## config.mk

```make
export PLATFORM = sky130hd
export DESIGN_NAME = rans_dec
export DESIGN_NICKNAME = d
export VERILOG_FILES = /design/src/rtl/rans_dec_pkg.sv /design/src/rtl/rans_dec_arith.sv /design/src/rtl/rans_dec_ctrl.sv /design/src/rtl/rans_dec.sv
export SDC_FILE = /design/constraint.sdc
export NUM_CORES = 2
export LEC_CHECK = 0
export ABC_AREA = 1
export BUFFER_PORTS_ARGS = -buffer_cell sky130_fd_sc_hd__buf_2
export CAP_MARGIN = 20
export CORE_ASPECT_RATIO = 0.7
export CORE_MARGIN = 1
export CORE_UTILIZATION = 39
export CTS_CLUSTER_SIZE = 8
export DETAILED_ROUTE_END_ITERATION = 10
export GPL_TIMING_DRIVEN = 0
export PLACE_DENSITY = 0.53
export SETUP_SLACK_MARGIN = 0.3
export SLEW_MARGIN = 30
export SYNTH_ARGS = -nofsm -noshare
export SYNTH_HDL_FRONTEND = slang
export SYNTH_SLANG_ARGS = --single-unit
```

## constraint.sdc

```tcl
create_clock -name clk_i -period 11.4 [get_ports clk_i]
set_clock_uncertainty 0.2 [all_clocks]
set_input_delay 1.71 -clock clk_i [delete_from_list [all_inputs] [get_ports clk_i]]
set_output_delay 1.71 -clock clk_i [all_outputs]
set_load 0.05 [all_outputs]
```

## src/rtl/rans_dec_pkg.sv

```systemverilog
package rans_dec_pkg;
  typedef enum logic [1:0] {
    OP_INIT   = 2'd0,
    OP_ADV    = 2'd1,
    OP_STEP   = 2'd2,
    OP_RENORM = 2'd3
  } op_e;

  typedef enum logic [1:0] {
    ST_IDLE,
    ST_LO,
    ST_HI,
    ST_FILL
  } fsm_e;

  typedef enum logic [2:0] {
    UPD_NONE,
    UPD_LO,
    UPD_HI,
    UPD_ADV,
    UPD_FILL
  } upd_e;
endpackage

```

## src/rtl/rans_dec_arith.sv

```systemverilog
module rans_dec_arith #(
  parameter int unsigned WORD_W  = 32,
  parameter int unsigned SCALE_W = 5
) (
  input  logic [2*WORD_W-1:0] state_i,
  input  logic [SCALE_W-1:0]  scale_i,
  input  logic [WORD_W-1:0]   start_i,
  input  logic [WORD_W-1:0]   freq_i,
  output logic [WORD_W-1:0]   slot_o,
  output logic [2*WORD_W-1:0] adv_o,
  output logic                below_o,
  output logic                adv_below_o,
  output logic                param_err_o
);
  localparam int unsigned XW = 2 * WORD_W;
  localparam logic [XW-1:0] LOW = XW'(1) << (WORD_W - 1);

  logic [XW-1:0] total, mask, start_x, freq_x, prod;

  always_comb begin
    total   = XW'(1) << scale_i;
    mask    = total - XW'(1);
    start_x = XW'(start_i);
    freq_x  = XW'(freq_i);
    prod    = freq_x * (state_i >> scale_i);
    adv_o   = prod + (state_i & mask) - start_x;
    slot_o  = WORD_W'(state_i & mask);
    below_o     = state_i < LOW;
    adv_below_o = adv_o < LOW;
    param_err_o = (freq_i == '0) || (start_x > total) || (freq_x > (total - start_x));
  end
endmodule

```

## src/rtl/rans_dec_ctrl.sv

```systemverilog
module rans_dec_ctrl
  import rans_dec_pkg::*;
(
  input  logic clk_i,
  input  logic rst_ni,
  input  logic cmd_valid_i,
  input  op_e  op_i,
  input  logic param_err_i,
  input  logic below_i,
  input  logic adv_below_i,
  input  logic word_valid_i,
  output logic cmd_ready_o,
  output logic word_ready_o,
  output logic cmd_fire_o,
  output upd_e upd_o
);
  fsm_e fsm_q, fsm_d;
  logic word_fire;

  assign cmd_ready_o  = (fsm_q == ST_IDLE);
  assign word_ready_o = (fsm_q != ST_IDLE);
  assign cmd_fire_o   = cmd_valid_i & cmd_ready_o;
  assign word_fire    = word_valid_i & word_ready_o;

  always_comb begin
    fsm_d = fsm_q;
    upd_o = UPD_NONE;
    unique case (fsm_q)
      ST_IDLE: if (cmd_fire_o) begin
        unique case (op_i)
          OP_INIT:   fsm_d = ST_LO;
          OP_ADV:    if (!param_err_i) begin
                       upd_o = UPD_ADV;
                       if (adv_below_i) fsm_d = ST_FILL;
                     end
          OP_STEP:   if (!param_err_i) upd_o = UPD_ADV;
          OP_RENORM: if (below_i) fsm_d = ST_FILL;
          default:   fsm_d = ST_IDLE;
        endcase
      end
      ST_LO: if (word_fire) begin
        upd_o = UPD_LO;
        fsm_d = ST_HI;
      end
      ST_HI: if (word_fire) begin
        upd_o = UPD_HI;
        fsm_d = ST_IDLE;
      end
      ST_FILL: if (word_fire) begin
        upd_o = UPD_FILL;
        fsm_d = ST_IDLE;
      end
      default: fsm_d = ST_IDLE;
    endcase
  end

  always_ff @(posedge clk_i or negedge rst_ni) begin
    if (!rst_ni) fsm_q <= ST_IDLE;
    else         fsm_q <= fsm_d;
  end


  refill_stall_chk: assert property (@(posedge clk_i) disable iff (!rst_ni)
    (fsm_q == ST_FILL && !word_valid_i) |=> (fsm_q == ST_FILL && !cmd_ready_o));


  idle_no_word_chk: assert property (@(posedge clk_i) disable iff (!rst_ni)
    (fsm_q == ST_IDLE && !cmd_valid_i) |=> (fsm_q == ST_IDLE && upd_o != UPD_FILL));
endmodule

```

## src/rtl/rans_dec.sv

```systemverilog
module rans_dec
  import rans_dec_pkg::*;
#(
  parameter int unsigned WORD_W  = 32,
  parameter int unsigned SCALE_W = 5
) (
  input  logic                clk_i,
  input  logic                rst_ni,
  input  logic [SCALE_W-1:0]  scale_i,
  input  logic                cmd_valid_i,
  input  logic [1:0]          cmd_op_i,
  input  logic [WORD_W-1:0]   cmd_start_i,
  input  logic [WORD_W-1:0]   cmd_freq_i,
  output logic                cmd_ready_o,
  input  logic                word_valid_i,
  input  logic [WORD_W-1:0]   word_i,
  output logic                word_ready_o,
  output logic [WORD_W-1:0]   slot_o,
  output logic [2*WORD_W-1:0] state_o,
  output logic                err_o
);
  localparam int unsigned XW = 2 * WORD_W;
  localparam logic [XW-1:0] LOW = XW'(1) << (WORD_W - 1);

  op_e           op;
  upd_e          upd;
  logic [XW-1:0] state_q, state_d, adv, fill_val;
  logic          below, adv_below, param_err, cmd_fire, err_q, err_d;

  assign op       = op_e'(cmd_op_i);
  assign fill_val = {state_q[WORD_W-1:0], word_i};

  rans_dec_arith #(.WORD_W(WORD_W), .SCALE_W(SCALE_W)) u_arith (
    .state_i     (state_q),
    .scale_i     (scale_i),
    .start_i     (cmd_start_i),
    .freq_i      (cmd_freq_i),
    .slot_o      (slot_o),
    .adv_o       (adv),
    .below_o     (below),
    .adv_below_o (adv_below),
    .param_err_o (param_err)
  );

  rans_dec_ctrl u_ctrl (
    .clk_i        (clk_i),
    .rst_ni       (rst_ni),
    .cmd_valid_i  (cmd_valid_i),
    .op_i         (op),
    .param_err_i  (param_err),
    .below_i      (below),
    .adv_below_i  (adv_below),
    .word_valid_i (word_valid_i),
    .cmd_ready_o  (cmd_ready_o),
    .word_ready_o (word_ready_o),
    .cmd_fire_o   (cmd_fire),
    .upd_o        (upd)
  );

  always_comb begin
    state_d = state_q;
    unique case (upd)
      UPD_LO:   state_d = {state_q[XW-1:WORD_W], word_i};
      UPD_HI:   state_d = {word_i, state_q[WORD_W-1:0]};
      UPD_ADV:  state_d = adv;
      UPD_FILL: state_d = fill_val;
      default:  state_d = state_q;
    endcase
  end

  always_comb begin
    err_d = err_q;
    if (cmd_fire && op == OP_INIT)                                     err_d = 1'b0;
    else if (cmd_fire && (op == OP_ADV || op == OP_STEP) && param_err) err_d = 1'b1;
    else if (upd == UPD_FILL && fill_val < LOW)                        err_d = 1'b1;
  end

  always_ff @(posedge clk_i or negedge rst_ni) begin
    if (!rst_ni) begin
      state_q <= '0;
      err_q   <= 1'b0;
    end else begin
      state_q <= state_d;
      err_q   <= err_d;
    end
  end

  assign state_o = state_q;
  assign err_o   = err_q;


  init_hi_chk: assert property (@(posedge clk_i) disable iff (!rst_ni)
    (upd == UPD_HI) |=> (state_q[XW-1:WORD_W] == $past(word_i)));


  fill_shift_chk: assert property (@(posedge clk_i) disable iff (!rst_ni)
    (upd == UPD_FILL) |=> (state_q == {$past(state_q[WORD_W-1:0]), $past(word_i)}));


  fill_floor_chk: assert property (@(posedge clk_i) disable iff (!rst_ni)
    (upd == UPD_FILL) |=> (state_q >= LOW || err_q));


  param_err_chk: assert property (@(posedge clk_i) disable iff (!rst_ni)
    (cmd_fire && (op == OP_ADV || op == OP_STEP) && param_err) |=> (err_q && $stable(state_q)));


  err_sticky_chk: assert property (@(posedge clk_i) disable iff (!rst_ni)
    (err_q && !(cmd_fire && op == OP_INIT)) |=> err_q);


  slot_range_chk: assert property (@(posedge clk_i) disable iff (!rst_ni)
    ((slot_o >> scale_i) == '0));
endmodule

```

==> impl_metrics.ini <==
[detailed_routing]
ant_nets = 0
totalWireLength_mm = 307
vias = 55800
drt_iter0_markers = 6872
wl_per_cell_um = 30.5
dr.pass1.iters = 7
drc = 0
vias_per_cell = 5.54

[clock_tree]
clock-root-buffer = clkbuf_16
hold_buffers = 0
h-tree-depth = 3
cts_buffer_depth = 2
cts_tree = built
cts_sinks = 67
clkLatencyLatePin_ns = 0.35
numCtsBuffers = 9
path_clk_slew_ns = 0.06

[floorplanning]
rows = 119
top_level_ports = 206
core_area_um2 = 151000
die_area_um2 = 153000
die_w_um = 467
fp.dieH_um = 328
start_util_pct = 39.3

[setup_path]
crit_path_start_kind = input port
critPathMaxStageDelay_ns = 0.57
crit_fanout = 10
crit_cells = 50
path_class = in2reg
crit_family = adder cells
path_common_cell = nand2_1
cp_slowest_cell = fa_1
cp-end-kind = register
cp.required_ns = 11.49
r2r.worst_path.cells = 44
cp.arrival_ns = 11.41
critical_path_buf_inv_count = 11

[synthesis]
muxShareOfSynthArea_pct = 0.474
synth_top_area_cell = fa_1
yosys-top-cells-area = fa_1, inv_1, nand2_1
synth-edff-count = 0
synth.cell_area_um2 = 59100
syn_inst = 7715
yosysMostFrequentCell = inv_1
async_reset_ff_share_pct = 100
synth_top_family_by_area = adder cells
ys_seq_area_share_pct = 2.83
synth_compound_area_share_pct = 4.88
yosys.area.top_type_share_pct = 49.5
synthSimpleGateAreaFrac_pct = 21.2
synth_ff_type = dfrtp_1
synth_xor_area_share_pct = 1.28
ys_seq_elements = 67
synth_warnings = 0
ys_types = 61
synthTopCellsByCount = inv_1, nand2_1, fa_1, nor2_1, nand3_1
synthAdderAreaFrac_pct = 55.2
avgSynthCellArea_um2 = 7.67

[global_routing]
grt_start_max_net_pins = 36
grt_pass1_wl_mm = 429
grt_pass1_vias = 55500
antenna_found_initial = 12
groute.usage.overall_pct = 40.3
grt_overflow = 0

[layout]
syn_to_final_growth_pct = 13.7
layout-drive-gt1-share_pct = 12.0
fin_nets = 9909
finalInstanceArea_um2 = 67300
n_fill_cell = 15500
regArea_um2 = 1680
multi_input_area_um2 = 51300

[sta]
slew_headroom_pct = 22.0
fin_tns_setup_ns = 0
final.min_clock_period_ns = 11.32
finalSetupViolCount = 0
hold_viol = 0
rsz0062_at_grt = yes
slew_viol_final = 0
max_freq_mhz = 88.3
fin_crit_sh_pct = 99.3
worstMarginPinSlew_ns = 1.17

[run_status]
status = completed

[place]
dpl.hpwl_mm = 269
numPortBuffers = 204
globalplace.congestion = 1.03
dpl-instance-area_um2 = 63000

[min_path]
hold_path_class = reg2reg
holdPathStages = 2

[run]
maxCapViolCount = 0
[registers in the layout, indices dropped and copies added, names as in the netlist]
register / count
state_o: 64
u_ctrl.fsm_q: 2
err_o: 1
[cells by family (layout without fill, tap and decap cells)]
family	Yosys count	count (layout)
simple gates	3115	3115
compound gates	506	506
mux	28	28
fa+ha+maj	1732	1732
other cells	2	21
flops	67	67
xor+xnor	83	83
buf+inv	2182	2529
[cells in the final DEF, fill, tap and decap left out, types with 31 or more instances in the layout]
| cell type | synthesis | layout |
|---|---|---|
| inv_1 | 1789 | 1760 |
| nand2_1 | 1684 | 1637 |
| fa_1 | 1463 | 1424 |
| nor2_1 | 896 | 873 |
| nand3_1 | 393 | 387 |
| buf_2 | 62 | 237 |
| ha_1 | 269 | 225 |
| clkbuf_1 | 260 | 142 |
| buf_4 | 5 | 136 |
| a21oi_1 | 163 | 125 |
| o21ai_0 | 184 | 94 |
| dfrtp_1 | 67 | 67 |
| clkbuf_2 | 0 | 52 |
| o21ai_1 | 22 | 49 |
| o21ai_2 | 5 | 45 |
| nand4_1 | 42 | 42 |
| nand2_2 | 7 | 40 |
| fa_2 | 0 | 39 |
| ha_4 | 0 | 39 |
| clkbuf_4 | 0 | 38 |
| xor2_1 | 45 | 35 |
| xnor2_1 | 36 | 31 |
[repair_timing]
| item | in CTS | in global routing |
|---|---|---|
| gates resized for setup | 797 | 54 |
| pin swaps | 82 | 21 |
| gates cloned | 0 | 0 |
| buffers inserted | 110 | 10 |
| endpoints found under the setup margin | 55 | 3 |
[area by class of cell]
cell class              count  share of cell area (%)
diodes                      6                  0.0223
plain buffers             351                    3.24
clock buffers               9                   0.335
clock inverters             7                   0.184
inverters                1831                    10.4
multi-input cells        5479                    76.3
flip-flops and latches     67                    2.49
well taps                1996                    3.71
repair buffers            331                    3.39
[metrics by stage]
step	utilization, %	setup slack [ns]	instances	hold WS, ns
after global routing	44.7	-0.217	10100	0.393
after global placement	41.7	-3.78	9928	0.333
after floorplan	-	1.10	7728	0.291
final	44.7	0.0779	10100	0.361
after detailed placement	41.8	-3.24	9935	0.359
after CTS	44.5	0.300	10100	0.366
[worst register-to-register path: cells and delay by family (launching register included)]
family / cells / cell delay [ns]
fa+ha+maj: 9 / 4.62
compound gates: 7 / 1.18
flops: 1 / 0.65
buf+inv: 10 / 1.45
simple gates: 16 / 1.91
mux: 1 / 0.16
xor+xnor: 1 / 0.22
[layer usage]
metal  track usage (%)  part of all wire [%]  up-vias
met4              10.1                   3.2       14
met5                 0                 0.039        -
li1                  -                     -    23300
met2              52.2                    38     3375
met3              16.3                    15      357
met1              61.1                    44    28700
[worst paths after layout]
| kind | from | to | slack [ns] |
|---|---|---|---|
| worst max-delay path | scale_i[0] | u_ctrl.fsm_q[1] | 0.08 |
| worst min-delay path | u_ctrl.fsm_q[1] | u_ctrl.fsm_q[1] | 0.36 |
| worst max register to register | state_o[29] | u_ctrl.fsm_q[1] | 0.96 |
| worst min register to register | u_ctrl.fsm_q[1] | u_ctrl.fsm_q[1] | 0.36 |
| max in group asynchronous | rst_ni | state_o[10] | 9.26 |
| min in group asynchronous | rst_ni | state_o[28] | 1.14 |
Power is left out: the tool's default activity adds up to more than one toggle a clock period on the data nets, which glitch-free logic cannot reach.
